[config.mk]
export PLATFORM = sky130hd
export DESIGN_NAME = gcim_rx
export DESIGN_NICKNAME = d
export VERILOG_FILES = /design/src/rtl/gcim_pkg.sv /design/src/rtl/gcim_lastlook.sv /design/src/rtl/gcim_fsm.sv /design/src/rtl/gcim_outbuf.sv /design/src/rtl/gcim_rx.sv
export SDC_FILE = /design/constraint.sdc
export NUM_CORES = 1
export LEC_CHECK = 0
export BUFFER_PORTS_ARGS = -buffer_cell sky130_fd_sc_hd__buf_4
export CAP_MARGIN = 10
export CORE_MARGIN = 2
export CORE_UTILIZATION = 38
export CTS_BUF_LIST = sky130_fd_sc_hd__clkbuf_8 sky130_fd_sc_hd__clkbuf_16
export CTS_CLUSTER_SIZE = 25
export DETAILED_ROUTE_END_ITERATION = 10
export GPL_TIMING_DRIVEN = 0
export HOLD_SLACK_MARGIN = 0.08
export SLEW_MARGIN = 20
export SYNTH_ARGS = -nofsm -noshare
export SYNTH_HDL_FRONTEND = slang
export SYNTH_HIERARCHICAL = 1
export SYNTH_SLANG_ARGS = --single-unit
export TNS_END_PERCENT = 50
[constraint.sdc]
create_clock -name clk -period 2.2 [get_ports clk]
set_clock_uncertainty 0.2 [all_clocks]
set_input_delay 0.22 -clock clk [delete_from_list [all_inputs] [get_ports clk]]
set_output_delay 0.22 -clock clk [all_outputs]
set_load 0.005 [all_outputs]
[src/rtl/gcim_pkg.sv]
package gcim_pkg;
  typedef enum logic [2:0] {
    ST_IDLE  = 3'd0,
    ST_FIRST = 3'd1,
    ST_VALID = 3'd2,
    ST_NEW   = 3'd3,
    ST_NTH   = 3'd4,
    ST_WAIT  = 3'd5,
    ST_ABORT = 3'd6
  } gmr_state_e;

  function automatic logic ack_level(input gmr_state_e s);
    // active-low acknowledge: released in idle, new-byte, nth and abort
    case (s)
      ST_FIRST, ST_VALID, ST_WAIT: ack_level = 1'b0;
      default:                     ack_level = 1'b1;
    endcase
  endfunction
endpackage

[src/rtl/gcim_lastlook.sv]
module gcim_lastlook #(
  parameter int DATA_W = 8
) (
  input  logic              clk,
  input  logic              rst_n,
  input  logic              frame_stb,
  input  logic [DATA_W-1:0] mon_byte,
  output logic              same_q
);
  logic [DATA_W-1:0] prev_q;

  always_ff @(posedge clk or negedge rst_n) begin
    if (!rst_n)         prev_q <= '0;
    else if (frame_stb) prev_q <= mon_byte;
  end

  assign same_q = (mon_byte == prev_q);
endmodule

[src/rtl/gcim_fsm.sv]
module gcim_fsm
  import gcim_pkg::*;
(
  input  logic clk,
  input  logic rst_n,
  input  logic frame_stb,
  input  logic mx_act,
  input  logic same_q,
  input  logic slot_busy,
  output logic mr_n,
  output logic accept,
  output logic eom,
  output logic abort_ind
);
  gmr_state_e st_q, st_d;
  logic       acc_d, eom_d;

  always_comb begin
    st_d  = st_q;
    acc_d = 1'b0;
    eom_d = 1'b0;
    if (frame_stb) begin
      case (st_q)
        ST_IDLE:  if (mx_act) st_d = ST_FIRST;
        ST_FIRST: begin
          if (!mx_act) st_d = ST_IDLE;
          else if (same_q && !slot_busy) begin
            st_d  = ST_VALID;
            acc_d = 1'b1;
          end
        end
        ST_VALID: begin
          if (mx_act && !same_q) st_d = ST_ABORT;
          else if (!mx_act)      st_d = slot_busy ? ST_WAIT : ST_NEW;
        end
        ST_WAIT:  if (!slot_busy) st_d = ST_NEW;
        ST_NEW: begin
          if (mx_act) st_d = ST_NTH;
          else begin
            st_d  = ST_IDLE;
            eom_d = 1'b1;
          end
        end
        ST_NTH: begin
          if (mx_act && same_q) begin
            if (!slot_busy) begin
              st_d  = ST_VALID;
              acc_d = 1'b1;
            end
          end else st_d = ST_ABORT;
        end
        ST_ABORT: if (!mx_act) st_d = ST_IDLE;
        default:  st_d = ST_IDLE;
      endcase
    end
  end

  always_ff @(posedge clk or negedge rst_n) begin
    if (!rst_n) begin
      st_q      <= ST_IDLE;
      eom       <= 1'b0;
      abort_ind <= 1'b0;
    end else begin
      st_q      <= st_d;
      eom       <= eom_d;
      abort_ind <= (st_d == ST_ABORT) && (st_q != ST_ABORT);
    end
  end

  assign accept = acc_d;
  assign mr_n   = ack_level(st_q);

  a_r3_accept_needs_repeat: assert property (@(posedge clk) disable iff (!rst_n)
    accept |-> (same_q && mx_act && frame_stb));
  a_r5_eom_released: assert property (@(posedge clk) disable iff (!rst_n)
    eom |-> mr_n);
  a_r6_abort_single: assert property (@(posedge clk) disable iff (!rst_n)
    abort_ind |=> !abort_ind);
  a_r9_ack_on_frame: assert property (@(posedge clk) disable iff (!rst_n)
    !$stable(mr_n) |-> $past(frame_stb));
endmodule

[src/rtl/gcim_outbuf.sv]
module gcim_outbuf #(
  parameter int DATA_W = 8
) (
  input  logic              clk,
  input  logic              rst_n,
  input  logic              load,
  input  logic [DATA_W-1:0] load_data,
  input  logic              out_ready,
  output logic              out_valid,
  output logic [DATA_W-1:0] out_data,
  output logic              slot_busy
);
  always_ff @(posedge clk or negedge rst_n) begin
    if (!rst_n) begin
      out_valid <= 1'b0;
      out_data  <= '0;
    end else if (load) begin
      out_valid <= 1'b1;
      out_data  <= load_data;
    end else if (out_valid && out_ready) begin
      out_valid <= 1'b0;
    end
  end

  assign slot_busy = out_valid && !out_ready;

  a_r8_no_overwrite: assert property (@(posedge clk) disable iff (!rst_n)
    load |-> !(out_valid && !out_ready));
  a_r8_hold_stable: assert property (@(posedge clk) disable iff (!rst_n)
    (out_valid && !out_ready) |=> (out_valid && $stable(out_data)));
  a_r8_once: assert property (@(posedge clk) disable iff (!rst_n)
    (out_valid && out_ready && !load) |=> !out_valid);
endmodule

[src/rtl/gcim_rx.sv]
module gcim_rx #(
  parameter int DATA_W = 8
) (
  input  logic              clk,
  input  logic              rst_n,
  input  logic              frame_stb,
  input  logic [DATA_W-1:0] mon_byte,
  input  logic              mx_n,
  output logic              mr_n,
  output logic              out_valid,
  input  logic              out_ready,
  output logic [DATA_W-1:0] out_data,
  output logic              eom,
  output logic              abort_ind
);
  logic same_q, accept, slot_busy;

  gcim_lastlook #(.DATA_W(DATA_W)) u_ll (
    .clk(clk), .rst_n(rst_n), .frame_stb(frame_stb),
    .mon_byte(mon_byte), .same_q(same_q)
  );

  gcim_fsm u_fsm (
    .clk(clk), .rst_n(rst_n), .frame_stb(frame_stb), .mx_act(!mx_n),
    .same_q(same_q), .slot_busy(slot_busy), .mr_n(mr_n),
    .accept(accept), .eom(eom), .abort_ind(abort_ind)
  );

  gcim_outbuf #(.DATA_W(DATA_W)) u_ob (
    .clk(clk), .rst_n(rst_n), .load(accept), .load_data(mon_byte),
    .out_ready(out_ready), .out_valid(out_valid), .out_data(out_data),
    .slot_busy(slot_busy)
  );

  a_r1_quiet_after_reset: assert property (@(posedge clk)
    !rst_n |=> (mr_n && !out_valid && !eom && !abort_ind));
  a_r6_abort_no_output: assert property (@(posedge clk) disable iff (!rst_n)
    abort_ind |-> !accept);
endmodule

Yosys cells after proc, flatten, opt, wreduce, memory -nomap -nowiden
Cells that the tools add are included.

Word-level logic and storage cells: 53. Bits of input ports: 13. Flip-flop bits (word level): 22. Output and inout port bits: 12.

Equality and inequality tests: 9. Mux-type cells: 25. Reductions and logical operators: 13.

Operator list (count): 2-to-1 mux 3 bit (12); case mux 3 bit (7 select lines) (1); equality test 3 bit, second input constant (4); 2-to-1 mux 1 bit (11); equality test 8 bit (1); equality test 3 x 2 -> 1 bit, second input constant (2); logical AND 1 bit (6); logical NOT 1 bit (4); equality test 3 x 1 -> 1 bit, second input constant (1); logical NOT 3 bit (1); inequality test 3 bit, second input constant (1); OR reduction 3 bit (1); case mux 1 bit (2 select lines) (1); nonzero test 2 bit (1).

Longest topological paths before layout
Word-level depth: 10. Mapped depth: 8.

Modules after synthesis
The synthesis kept the hierarchy.

By module, submodules not included: gcim_lastlook (sequential area each 200.2 um^2, area an instance 417.9 um^2, cells an instance 28, instances 1); gcim_fsm (sequential area each 125.1 um^2, area an instance 406.6 um^2, cells an instance 48, instances 1); gcim_outbuf (sequential area each 225.2 um^2, area an instance 369.1 um^2, cells an instance 20, instances 1); gcim_rx (sequential area each 0.0 um^2, area an instance 3.8 um^2, cells an instance 1, instances 1).

Worst setup path after synthesis
No wires, ideal clock.

Path type: flip-flop to flip-flop. From: register u_ll.prev_q[2]. To: register u_ob.out_data[0]. Setup time: 0.125 ns. Slack: 0.080 ns. Required time: 1.875 ns. Arrival: 1.795 ns. Buffers on the path: 1. Cell stages (with the launch flop): 8. Path through: dfrtp_1 xnor2_1 nand4_1 nor2_1 nand2_1 nor4_1 buf_6 mux2_4.

Cells in the longest elaborated chain, start to end: 6. Elaborated cells between the ends (all ways): 8. Classes of those cells: 1 x eq/ne; 5 x mux; 2 x reduce/logical.

Ends and longest elaborated chain: start: declaration (line gcim_lastlook.sv:10) `logic [DATA_W-1:0] prev_q;`; start signal: assignment (line gcim_lastlook.sv:14) `else if (frame_stb) prev_q <= mon_byte;`; equality test 8 bit (*) (line gcim_lastlook.sv:17) `assign same_q = (mon_byte == prev_q);`; net same_q (line gcim_rx.sv:16) `logic same_q, accept, slot_busy;`; logical AND 1 bit (line gcim_fsm.sv:27) `else if (same_q && !slot_busy) begin`; 2-to-1 mux 1 bit (line gcim_fsm.sv:27); 2-to-1 mux 1 bit (line gcim_fsm.sv:26) `if (!mx_act) st_d = ST_IDLE;`; case mux 1 bit (2 select lines) (*) (line gcim_fsm.sv:23) `case (st_q)`; 2-to-1 mux 1 bit (*) (line gcim_fsm.sv:22) `if (frame_stb) begin`; net accept (line gcim_rx.sv:16); end signal: assignment (line gcim_outbuf.sv:19) `out_data <= load_data;`; end: declaration (line gcim_outbuf.sv:10) `output logic [DATA_W-1:0] out_data,`.

The timed path passes the listed nets; every way through them passes the cells marked *. A chain may end at the register's enable or synchronous reset.

Worst setup path in the final report
From: register u_ll.prev_q[1]. To: register u_fsm.abort_ind.

Cells in the longest elaborated chain, start to end: 8. Elaborated cells between the ends (all ways): 13. Classes of those cells: 2 x eq/ne; 6 x mux; 5 x reduce/logical.

Ends and longest elaborated chain: equality test 8 bit (*) (line gcim_lastlook.sv:17); net same_q (line gcim_rx.sv:16); logical AND 1 bit or logical NOT 1 bit (tied branches) (line gcim_fsm.sv:27, gcim_fsm.sv:33); 2-to-1 mux 3 bit or logical AND 1 bit (tied branches) (line gcim_fsm.sv:27, gcim_fsm.sv:33); 2-to-1 mux 3 bit (on tied branches) (line gcim_fsm.sv:26, gcim_fsm.sv:33); case mux 3 bit (7 select lines) (*) (line gcim_fsm.sv:23); 2-to-1 mux 3 bit (*) (line gcim_fsm.sv:22); net u_fsm.st_d[2] (line gcim_fsm.sv:15) `gmr_state_e st_q, st_d;`; equality test 3 bit (*) (line gcim_fsm.sv:66) `abort_ind <= (st_d == ST_ABORT) && (st_q != ST_ABORT);`; logical AND 1 bit (*) (line gcim_fsm.sv:66); end signal: assignment (line gcim_fsm.sv:66); end: declaration (line gcim_fsm.sv:13) `output logic abort_ind`.

Marked as above.

==> impl_results.md <==
- Status: finished clean
- First-pass GRT wire length: 4320 um
- Setup crit end kind: flip-flop
- All-Layer GR Usage: 0.159
- DR vias: roughly 850
- Avg Vias per Cell: 4.70
- Commonest cells post-synth: dfrtp_1, mux2_4, xnor2_1
- Clk Latency, worst-skew pair: 0.26 ns
- Initial DRC Count: 39
- Clk sinks: 22
- Tot Pwr: 1.23 mW
- Area leader, netlist: dfrtp_1
- Reg-to-Reg End: u_fsm/abort_ind
- Synth top area share: 0.460
- CTS tree: yes
- Die H: 60.1 um
- Die area: 3620 um2
- RSZ-0062 raised after global routing: no
- Grt ovf: 0
- DRT Pass-1 Iters: 4
- Syn_area_per_cell: ~12 um2
- Slew at the pin closest to its max-slew limit: 0.477 ns
- Largest net degree at the start of global routing: 23
- Io pins: 25
- Hold path start: frame_stb
- Final TNS setup: 0 ns
- Worst hold stages: 2
- Top cells by area, synth: dfrtp_1, mux2_4, xnor2_1, buf_6, a21oi_1
- Hpwl dp: 1660 um
- Reg2reg setup slack: 0.11 ns
- Placer's final routability congestion estimate: 0.766
- Seq/Total Area, Yosys: 0.460
- Hold endpoint: u_ll/prev_q[5]
- Combinational power share: 0.373
- Hold slack: between 0.08 and 0.09 ns
- Tcrit/Tclk final: 0.948
- Cell Rows: 20
- Final net count: 151
- Crit Reg-Reg Startpoint: u_ll/prev_q[1]
- Routed wire length: 2480 um
- PwrDens: 757 nW/um2
- Remaining DRCs: 0
- Synth async-reset ratio: 1.00
- Static Leakage: about 0.76 nW
- Most frequent cell after synthesis: dfrtp_1
- Share of cells above drive strength 1: 0.438
- Max Root-Sink Buffers: 2
- Worst ir drop on vdd: 0.400 mV
- Syn Inst Count: 97
- Post-route ant nets: 0
- Final worst path period need: between 2 and 2.5 ns
- Max-Cap Viols: 0
- Clock Tree Root: clkbuf_8
- EDFF count, synth: 0
- CP Launch Type: flip-flop
- Worst-path fanout max: 3
- Slew Limit Fails: 0
- Vias in the first global route: 901
- Worst EP arrival: 2.04 ns
- Sequential share of power: 0.394
- Area added between synthesis and finish: 35.9%
- Seq cells post-synth: 22
- Max-Slew Margin vs Limit: 0.682
- Final hold vios: 0
- Reg2Reg Depth: 9
- Critical path class: reg -> reg
- Core area: 3030 um2
- Internal power consumption: 0.840 mW
- Clock power frac: 0.232
- Peak Freq: 479 MHz
- Primary FF master, synth: dfrtp_1
- Worst min-delay path class: in -> reg
- Post-DR wirelength/cell: ~14 um
- Clock-pin slew on the worst setup and hold paths: 0.08 ns
- CTS buffer count: 3
- Port Buffer Count: 23
- Required time worst endpoint: 2.15 ns
- Ys Warns: 6
- Cell Area, Synth: approximately 1200 um2
- Syn_nets: 110
- Synth unique cells: 30
- Starting Density: 0.395
- Sw frac: 0.319
- Diode count: 0
- Number of fill cells: 276
- H-tree Lvls: 1
- Psw: 0.393 mW
- Die width: 60.1 um
- Endpoints failing setup: 0
- Initial antenna violation count: 0
-- repair_timing --
action | 4_1_cts | 5_1_grt
endpoints found under the hold margin | 40 | 0
cloned | 1 | 0
gates resized for setup | 5 | 1
setup buffers | 1 | 1
pin swaps | 1 | 4
hold buffers | 10 | 0
endpoints found under the setup margin | 8 | 8
-- state kept, by name (all words and copies together) (netlist names) --
register and count:
u_fsm/eom 1, u_ob/out_data 8, u_fsm/abort_ind 1, u_fsm/st_q 3, u_ob/out_valid 1, u_ll/prev_q 8
-- cell usage in the layout, fill, tap and decap left out, drive strengths merged --
| cell | count |
|---|---|
| buf | 33 |
| dfrtp | 22 |
| mux2 | 16 |
| dlygate4sd3 | 10 |
| xnor2 | 9 |
| a21oi | 5 |
| nand2 | 5 |
| clkbuf | 4 |
| inv | 4 |
| o21ai | 3 |
| nand4 | 3 |
| nor2 | 3 |
| nor2b | 3 |
| nand3 | 2 |
| nor3 | 2 |
| a21o | 1 |
| xor2 | 1 |
| a31oi | 1 |
| o31ai | 1 |
| o22a | 1 |
| o211ai | 1 |
| nor3b | 1 |
| nor4b | 1 |
| a211o | 1 |
| o31a | 1 |
| and4 | 1 |
| nor4 | 1 |
| or2 | 1 |
-- routing by layer --
layer | up-vias | GRT usage | wire length (um)
li1 | 418 | - | -
met5 | - | 0 | 0
met1 | 410 | 0.212 | 1190
met3 | 2 | 0.0281 | 94
met2 | 21 | 0.266 | 1180
met4 | 0 | 0.0381 | 13
-- kinds of logic (layout without fill, tap and decap cells) --
| kind of cell | after synthesis | count (layout) | share of synthesized area |
|---|---|---|---|
| and+or+nand+nor | 23 | 23 | 0.116 |
| DFF | 22 | 22 | 0.460 |
| muxes | 16 | 16 | 0.201 |
| AOI/OAI and AO/OA | 15 | 15 | 0.0836 |
| buffers and inverters | 11 | 51 | 0.0669 |
| xor gates and xnor gates | 10 | 10 | 0.0732 |
-- metrics by stage --
| stage | util | cell area, um2 | setup slack, ns | instances |
|---|---|---|---|---|
| 5_1_grt | 0.538 | 1630 | 0.0225 | 181 |
| 6_report | 0.538 | 1630 | 0.113 | 181 |
| 4_1_cts | 0.534 | 1620 | 0.0468 | 180 |
| 3_3_place_gp | 0.471 | 1430 | -0.115 | 164 |
| 3_5_place_dp | 0.471 | 1430 | -0.160 | 164 |
| 2_1_floorplan | - | 1200 | 0.0800 | 97 |
-- layout make-up --
cell class | instances | area (um2) | area share
Multi-Input combinational cell | 64 | 592 | 0.364
Clock buffer | 4 | 55.1 | 0.0338
Sequential cell | 22 | 551 | 0.338
Buffer | 7 | 65.1 | 0.0400
Inverter | 4 | 15.0 | 0.00922
Timing Repair Buffer | 36 | 295 | 0.181
Tap cell | 44 | 55.1 | 0.0338
-- worst max-delay path by stage --
stage | end | cells past startpoint | from | slack, ns
floorplan | u_ob/out_data[0] | 7 | u_ll/prev_q[2] | 0.08
global placement | u_ob/out_data[7] | 7 | u_ll/prev_q[4] | -0.11
detailed placement | u_ob/out_data[7] | 7 | u_ll/prev_q[2] | -0.16
CTS | u_ob/out_data[0] | 7 | u_ll/prev_q[5] | 0.05
global route | u_ob/out_data[6] | 7 | u_ll/prev_q[1] | 0.02
finish | u_fsm/abort_ind | 9 | u_ll/prev_q[1] | 0.11
-- power groups by stage --
stage / sequential (mW) / combinational [mW] / clock, mW
6_report: 0.486 / 0.460 / 0.287
5_1_grt: 0.492 / 0.512 / 0.316
4_1_cts: 0.486 / 0.465 / 0.296
3_5_place_dp: 0.494 / 0.434 / 0
3_3_place_gp: 0.491 / 0.415 / 0
2_1_floorplan: 0.489 / 0.313 / 0
-- worst max-delay path, cell delays in order, from the launching register on --
cell and delay, ns:
dfrtp_1 0.40, xnor2_1 0.17, nand4_1 0.17, nor2_4 0.17
buf_4 0.14, nor2b_4 0.04, o211ai_2 0.13, a21oi_1 0.08
a211o_1 0.29, and4_1 0.18
Power figures use the tool's default switching activity.
